## config.mk

```make
export PLATFORM = sky130hd
export DESIGN_NAME = can_bit_timing
export DESIGN_NICKNAME = d
export VERILOG_FILES = /design/src/rtl/can_bt_pkg.sv /design/src/rtl/can_bt_cfg.sv /design/src/rtl/can_bt_prescaler.sv /design/src/rtl/can_bt_sampler.sv /design/src/rtl/can_bt_seq.sv /design/src/rtl/can_bit_timing.sv
export SDC_FILE = /design/constraint.sdc
export NUM_CORES = 1
export LEC_CHECK = 0
export BUFFER_PORTS_ARGS = -buffer_cell sky130_fd_sc_hd__buf_4
export CAP_MARGIN = 20
export CORE_MARGIN = 1
export CORE_UTILIZATION = 32
export DETAILED_ROUTE_END_ITERATION = 10
export HOLD_SLACK_MARGIN = 0.03
export PLACE_DENSITY = 0.47
export SYNTH_ARGS = -nofsm -noshare
export SYNTH_HDL_FRONTEND = slang
export SYNTH_SLANG_ARGS = --single-unit
```

## constraint.sdc

```tcl
create_clock -name clk -period 15.45 [get_ports clk]
set_input_delay 3.09 -clock clk [delete_from_list [all_inputs] [get_ports clk]]
set_output_delay 3.09 -clock clk [all_outputs]
set_load 0.01 [all_outputs]
```

## src/rtl/can_bt_pkg.sv

```systemverilog
package can_bt_pkg;
    localparam int BRP_W  = 6;   // prescale field width
    localparam int LEN_W  = 4;   // segment length / quantum counter width
    localparam int SJW_W  = 3;   // decoded jump width (1..4)
    localparam int QREG_W = 8;
    localparam int SREG_W = 11;

    typedef enum logic [1:0] {
        SEG_SYNC = 2'd0,
        SEG_PROP = 2'd1,
        SEG_PH1  = 2'd2,
        SEG_PH2  = 2'd3
    } seg_e;

    typedef struct packed {
        logic [BRP_W-1:0] brp;
        logic [SJW_W-1:0] sjw;
        logic [LEN_W-1:0] prop;
        logic [LEN_W-1:0] ph1;
        logic [LEN_W-1:0] ph2;
        logic             triple;
    } bt_cfg_t;
endpackage

```

## src/rtl/can_bt_cfg.sv

```systemverilog
module can_bt_cfg
    import can_bt_pkg::*;
#(
    parameter int PROP_MAX = 8
) (
    input  logic [QREG_W-1:0] qreg,
    input  logic [SREG_W-1:0] sreg,
    output bt_cfg_t           cfg
);
    localparam logic [LEN_W-1:0] PROP_CAP = LEN_W'(PROP_MAX);

    always_comb begin
        cfg.brp    = qreg[5:0];
        cfg.sjw    = {1'b0, qreg[7:6]} + 3'd1;
        cfg.prop   = (sreg[3:0] > PROP_CAP) ? PROP_CAP : sreg[3:0];
        cfg.ph1    = {1'b0, sreg[6:4]} + 4'd1;
        cfg.ph2    = {1'b0, sreg[9:7]} + 4'd1;
        cfg.triple = sreg[10];
    end
endmodule

```

## src/rtl/can_bt_prescaler.sv

```systemverilog
module can_bt_prescaler
    import can_bt_pkg::*;
(
    input  logic             clk,
    input  logic             rst_n,
    input  logic             restart,
    input  logic [BRP_W-1:0] div_m1,
    output logic             tick,
    output logic [BRP_W-1:0] cnt
);
    // >= so that lowering the divider mid-quantum cannot strand the counter
    assign tick = (cnt >= div_m1);

    always_ff @(posedge clk) begin
        if (!rst_n)               cnt <= '0;
        else if (restart || tick) cnt <= '0;
        else                      cnt <= cnt + 1'b1;
    end

    AST_QUANTUM_STEP: assert property (@(posedge clk) disable iff (!rst_n)
        (!restart && !tick) |=> (cnt == $past(cnt) + 1'b1));
endmodule

```

## src/rtl/can_bt_sampler.sv

```systemverilog
module can_bt_sampler (
    input  logic clk,
    input  logic rst_n,
    input  logic rx_line,
    input  logic tick,
    input  logic sample_now,
    input  logic triple,
    output logic fall,
    output logic sample_strb,
    output logic sampled_bit
);
    logic       rx_prev;
    logic [1:0] hist;   // [0] previous quantum end, [1] the one before
    logic       vote;

    assign fall = rx_prev & ~rx_line;

    always_comb begin
        if (triple)
            vote = (hist[1] & hist[0]) | (hist[1] & rx_line) | (hist[0] & rx_line);
        else
            vote = rx_line;
    end

    always_ff @(posedge clk) begin
        if (!rst_n) begin
            rx_prev     <= 1'b1;
            hist        <= 2'b11;
            sample_strb <= 1'b0;
            sampled_bit <= 1'b1;
        end else begin
            rx_prev     <= rx_line;
            if (tick) hist <= {hist[0], rx_line};
            sample_strb <= sample_now;
            if (sample_now) sampled_bit <= vote;
        end
    end

    AST_BIT_HELD: assert property (@(posedge clk) disable iff (!rst_n)
        !sample_now |=> $stable(sampled_bit));
endmodule

```

## src/rtl/can_bt_seq.sv

```systemverilog
module can_bt_seq
    import can_bt_pkg::*;
(
    input  logic             clk,
    input  logic             rst_n,
    input  logic             tick,
    input  logic             fall,
    input  logic             bus_idle,
    input  logic [SJW_W-1:0] sjw,
    input  logic [LEN_W-1:0] prop,
    input  logic [LEN_W-1:0] ph1,
    input  logic [LEN_W-1:0] ph2,
    output seg_e             state,
    output logic             restart,
    output logic             sample_now
);
    localparam int EW = LEN_W + 1;

    seg_e             state_q, state_d;
    logic [LEN_W-1:0] qcnt_q, qcnt_d;
    logic [SJW_W-1:0] add_q, add_d, sub_q, sub_d;
    logic             used_q, used_d;

    logic [EW-1:0] q1, err, ext, sjw_e, ph1_eff, ph2_eff, left;
    logic          resync_ok, hard;

    assign state = state_q;

    // next-state process
    always_comb begin
        state_d    = state_q;
        qcnt_d     = qcnt_q;
        add_d      = add_q;
        sub_d      = sub_q;
        used_d     = used_q;
        restart    = 1'b0;
        sample_now = 1'b0;

        sjw_e   = EW'(sjw);
        q1      = {1'b0, qcnt_q} + 1'b1;
        err     = (state_q == SEG_PROP) ? q1 : q1 + {1'b0, prop};
        ext     = (err > sjw_e) ? sjw_e : err;
        ph1_eff = {1'b0, ph1} + EW'(add_q);
        ph2_eff = {1'b0, ph2} - EW'(sub_q);
        left    = ph2_eff - {1'b0, qcnt_q};

        hard      = fall && bus_idle;
        resync_ok = fall && !bus_idle && !used_q;

        // positive phase error: stretch phase 1
        if (resync_ok && (state_q == SEG_PROP || state_q == SEG_PH1)) begin
            add_d   = ext[SJW_W-1:0];
            ph1_eff = {1'b0, ph1} + ext;
            used_d  = 1'b1;
        end
        // negative phase error, large: cut phase 2 by the jump width
        if (resync_ok && state_q == SEG_PH2 && left > sjw_e) begin
            sub_d   = sjw;
            ph2_eff = ph2_eff - sjw_e;
            used_d  = 1'b1;
        end

        if (hard || (resync_ok && state_q == SEG_PH2 && left <= sjw_e)) begin
            state_d = SEG_SYNC;
            qcnt_d  = '0;
            add_d   = '0;
            sub_d   = '0;
            used_d  = 1'b0;
            restart = 1'b1;
        end else if (tick) begin
            unique case (state_q)
                SEG_SYNC: begin
                    qcnt_d  = '0;
                    state_d = (prop != '0) ? SEG_PROP : SEG_PH1;
                end
                SEG_PROP: begin
                    if (q1 >= {1'b0, prop}) begin
                        state_d = SEG_PH1;
                        qcnt_d  = '0;
                    end else begin
                        qcnt_d = qcnt_q + 1'b1;
                    end
                end
                SEG_PH1: begin
                    if (q1 >= ph1_eff) begin
                        state_d    = SEG_PH2;
                        qcnt_d     = '0;
                        sample_now = 1'b1;
                    end else begin
                        qcnt_d = qcnt_q + 1'b1;
                    end
                end
                SEG_PH2: begin
                    if (q1 >= ph2_eff) begin
                        state_d = SEG_SYNC;
                        qcnt_d  = '0;
                        add_d   = '0;
                        sub_d   = '0;
                        used_d  = 1'b0;
                    end else begin
                        qcnt_d = qcnt_q + 1'b1;
                    end
                end
            endcase
        end
    end

    // state register process
    always_ff @(posedge clk) begin
        if (!rst_n) begin
            state_q <= SEG_SYNC;
            qcnt_q  <= '0;
            add_q   <= '0;
            sub_q   <= '0;
            used_q  <= 1'b0;
        end else begin
            state_q <= state_d;
            qcnt_q  <= qcnt_d;
            add_q   <= add_d;
            sub_q   <= sub_d;
            used_q  <= used_d;
        end
    end

    AST_STRETCH_BOUND: assert property (@(posedge clk) disable iff (!rst_n)
        (add_q <= sjw) && (sub_q <= sjw));
    AST_RESYNC_CAUSE: assert property (@(posedge clk) disable iff (!rst_n)
        $rose(used_q) |-> ($past(fall) && !$past(bus_idle)));
endmodule

```

## src/rtl/can_bit_timing.sv

```systemverilog
module can_bit_timing
    import can_bt_pkg::*;
#(
    parameter int PROP_MAX = 8
) (
    input  logic              clk,
    input  logic              rst_n,
    input  logic [QREG_W-1:0] cfg_qreg,
    input  logic [SREG_W-1:0] cfg_sreg,
    input  logic              rx_line,
    input  logic              bus_idle,
    output logic              tq_tick,
    output logic              bit_start,
    output logic              sample_strb,
    output logic              sampled_bit,
    output logic [1:0]        seg_state
);
    bt_cfg_t          cfg;
    logic [BRP_W-1:0] pcnt;
    logic             restart, sample_now, fall;
    seg_e             state;

    can_bt_cfg #(.PROP_MAX(PROP_MAX)) u_cfg (
        .qreg (cfg_qreg),
        .sreg (cfg_sreg),
        .cfg  (cfg)
    );

    can_bt_prescaler u_presc (
        .clk     (clk),
        .rst_n   (rst_n),
        .restart (restart),
        .div_m1  (cfg.brp),
        .tick    (tq_tick),
        .cnt     (pcnt)
    );

    can_bt_sampler u_samp (
        .clk         (clk),
        .rst_n       (rst_n),
        .rx_line     (rx_line),
        .tick        (tq_tick),
        .sample_now  (sample_now),
        .triple      (cfg.triple),
        .fall        (fall),
        .sample_strb (sample_strb),
        .sampled_bit (sampled_bit)
    );

    can_bt_seq u_seq (
        .clk        (clk),
        .rst_n      (rst_n),
        .tick       (tq_tick),
        .fall       (fall),
        .bus_idle   (bus_idle),
        .sjw        (cfg.sjw),
        .prop       (cfg.prop),
        .ph1        (cfg.ph1),
        .ph2        (cfg.ph2),
        .state      (state),
        .restart    (restart),
        .sample_now (sample_now)
    );

    assign seg_state = state;
    assign bit_start = (state == SEG_SYNC) && (pcnt == '0);

    AST_HARD_SYNC: assert property (@(posedge clk) disable iff (!rst_n)
        (fall && bus_idle) |=> bit_start);
    AST_SAMPLE_ENTRY: assert property (@(posedge clk) disable iff (!rst_n)
        sample_strb |-> (seg_state == SEG_PH2));
    AST_BOUNDARY_PULSE: assert property (@(posedge clk) disable iff (!rst_n)
        (bit_start && !(fall && bus_idle)) |=> !bit_start);
endmodule

```

==> run_results.csv <==
group,metric,value,unit
status,status,"complete, no violations",
clocking,cts_buffer_depth,2,
clocking,insertion_delay,0.27,ns
placed_design,routabilityCongestion,0.7385,
power_and_ir_drop,power_density,49.51,mW/mm2
detailed_routing,drc,0,
layout,n_fill_cell,810,
synthesis,ys_seq_area_frac,0.1803,
timing,rsz0062_at_grt,"no",
grt,grt_antenna_before_repair,0,
timing,slew_headroom,0.5741,
floorplan,die_w,93.26,um
critical_path,timing.critical_path.buf_inv,3,
layout,n_antenna_cell,0,
detailed_routing,dr.pass1.iters,4,
worst_hold_path,holdCritPathClass,"flop to flop",
critical_path,critPathMaxStageDelay,0.50,ns
power_and_ir_drop,peakVddDrop,0.02736,mV
floorplan,initial_utilization,0.3379,
critical_path,crit_type,"input pin to output port",
detailed_routing,drt_iter0_drc,85,
timing,setup_viol,0,
layout,layout_common_cells,"ha_1 (56), inv_1 (41), buf_4 (30)",
synthesis,synth.distinct_cells,54,
critical_path,crit_path_cell_trace,"buf_4 -> ha_1 -> nand2b_1 -> a2111oi_0 -> o31a_2 -> inv_2 -> buf_4",
clocking,cts_inserted_buffers,3,
floorplan,placementRows,32,
clocking,cts_setup_buffers,0,
grt,grt_pass1_vias,2196,
layout,mostFrequentLayoutCell,"ha_1",
timing,setup_slack,7.628,ns
synthesis,synthArstFlopShare,0,
critical_path,critPathLaunchType,"input pin",
clocking,cts_tree,"yes",
synthesis,yosys.area.top_type_share,0.2629,
synthesis,avgSynthCellArea,8.487,um2
detailed_routing,vias_per_cell,4.888,
power_and_ir_drop,leakagePower,0.001426,uW
power_and_ir_drop,fin_total_pwr,150.5,uW
floorplan,die_h,93.26,um
synthesis,synth_fp_nets,399,
grt,grt_pass1_wl,10460,um
critical_path,crit_path_max_fanout,10,
floorplan,core_area,0.007888,mm2
floorplan,dieArea,0.008697,mm2
timing,min_period,7.822,ns
run,maxCapViolations,0,
synthesis,synth_edf_count,0,
detailed_routing,wl,5899,um
critical_path,cp.required,12.36,ns
critical_path,slowest_stage,"a2111oi_0",
critical_path,cp.arrival,4.73,ns
synthesis,synthCells,314,
layout,drive_above_1_share,0.1312,
layout,nets,430,
layout,syn_to_final_growth,14.08,%
detailed_routing,vias,2175,
grt,grt_max_degree,13,
layout,stdcell_area,0.003040,mm2
critical_path,crit_path_frequent_cell,"buf_4",
placed_design,postPlaceCellArea,0.002999,mm2
placed_design,pre_cts_slack,7.471,ns
timing,timing_hold_violations_final,0,
timing,fin_tns_setup,0,ns
critical_path,path_delay_family,"compound AO/OA/AOI/OAI gates",
synthesis,yosys_warnings,0,
timing,slew_viol_final,0,
timing,fmax,0.1278,GHz
layout,stdcell_count,445,
clocking,cts_hold_buf,0,
placed_design,portBuffers,28,
critical_path,endpoint_kind,"output port",
timing,fin_skew,0.008347,ns
synthesis,yosys_most_used_dff,"dfxtp_1",
clocking,htreeDepth,1,
placed_design,dp_hpwl,4960,um
timing,tightest_slew,0.6367,ns
timing,fin_crit_sh,0.5063,
layout,seq_area,480.5,um2
floorplan,ios,29,
layout,multi_input_area,0.002008,mm2
clocking,root_buffer,"clkbuf_8",
grt,gr-usage-all-layers,0.1504,
clocking,cts_resized,0,
synthesis,ys_seq_elements,24,
synthesis,yosys.area.top_type,"ha_1",
synthesis,synthTopCellsByArea,"ha_1 (26%), dfxtp_1 (18%), inv_1 (5.8%)",
detailed_routing,wl_per_cell,13.26,um
detailed_routing,ant_nets,0,
synthesis,syn_area,0.002665,mm2
clocking,path_clk_slew,0.08,ns
clocking,cts_sinks,24,
grt,overflow,0,
placed_design,placedCellCount,442,
## final timing paths
| path | from | to | slack (ns) | depth (start not counted) |
|---|---|---|---|---|
| min reg2reg | u_presc.cnt[0] | u_presc.cnt[0] | 0.47 | 1 |
| max reg2reg | u_seq.qcnt_q[0] | u_seq.state[0] | 9.85 | 22 |
| max | cfg_qreg[0] | tq_tick | 7.63 | 7 |
| min | u_presc.cnt[0] | u_presc.cnt[0] | 0.47 | 1 |
## worst register-to-register path, delay by kind of cell, from the launching register on
family / cells / cell delay (ns)
AO/OA/AOI/OAI: 9 / 1.39
buffers and inverters: 2 / 0.13
adder cells (fa/ha/maj): 6 / 1.95
flip-flops: 1 / 0.55
AND/OR/NAND/NOR: 3 / 0.80
XOR/XNOR: 2 / 0.71
## cells by family after synthesis
logic type | synth area share
mux | 0.02676
buf+inv | 0.06619
other cells | 0.001407
flops | 0.1803
xor+xnor | 0.05587
simple gates | 0.1962
compound gates | 0.1653
fa+ha+maj | 0.3080
## cells in the mapped netlist (2+ instances only)
cell type / n
a2111oi_0: 3
a211oi_1: 6
a21o_1: 3
a21oi_1: 22
a31oi_1: 5
a32oi_1: 2
and3_1: 5
and4_1: 4
buf_2: 3
dfxtp_1: 24
fa_1: 6
ha_1: 56
inv_1: 41
mux2i_1: 6
nand2_1: 17
nand2b_1: 7
nand3_1: 12
nand3_2: 2
nand3b_1: 2
nor2_1: 19
nor2b_1: 8
nor4_1: 2
o211ai_1: 3
o21a_1: 2
o21ai_0: 9
or3_1: 2
xnor2_1: 10
xor2_1: 7
## layer usage
layer,routed length [um],track usage
met1,3093,0.2142
met2,2642,0.2475
met3,129,0.01707
met4,34,0.02308
met5,0,0
## metrics by stage
stage / hold WS [ns] / utilization
2_1_floorplan: 0.4300 / -
5_1_grt: 0.5003 / 0.3855
6_report: 0.4681 / 0.3855
3_3_place_gp: 0.4528 / 0.3802
4_1_cts: 0.4749 / 0.3855
3_5_place_dp: 0.4558 / 0.3802
## area by class of cell
| type | instances | area share |
|---|---|---|
| Sequential cell | 24 | 0.1580 |
| Timing Repair Buffer | 30 | 0.07407 |
| Inverter | 42 | 0.05185 |
| Multi-Input combinational cell | 244 | 0.6605 |
| Clock buffer | 3 | 0.01358 |
| Tap cell | 102 | 0.04198 |
## registers in the layout (all words and copies together), names as in the netlist
signal	cells
u_presc.cnt	6
u_seq.qcnt_q	4
u_seq.add_q	3
u_seq.sub_q	3
u_samp.hist	2
u_seq.state	2
u_samp.rx_prev	1
u_samp.sample_strb	1
u_samp.sampled_bit	1
u_seq.used_q	1
## power breakdown
| group | switching (uW) | internal [uW] |
|---|---|---|
| Combinational | 26.0 | 23.5 |
| Clock | 19.5 | 17.4 |
| Sequential | 1.11 | 63.0 |
| Total | 46.6 | 104 |
Power figures use the tool's default switching activity.
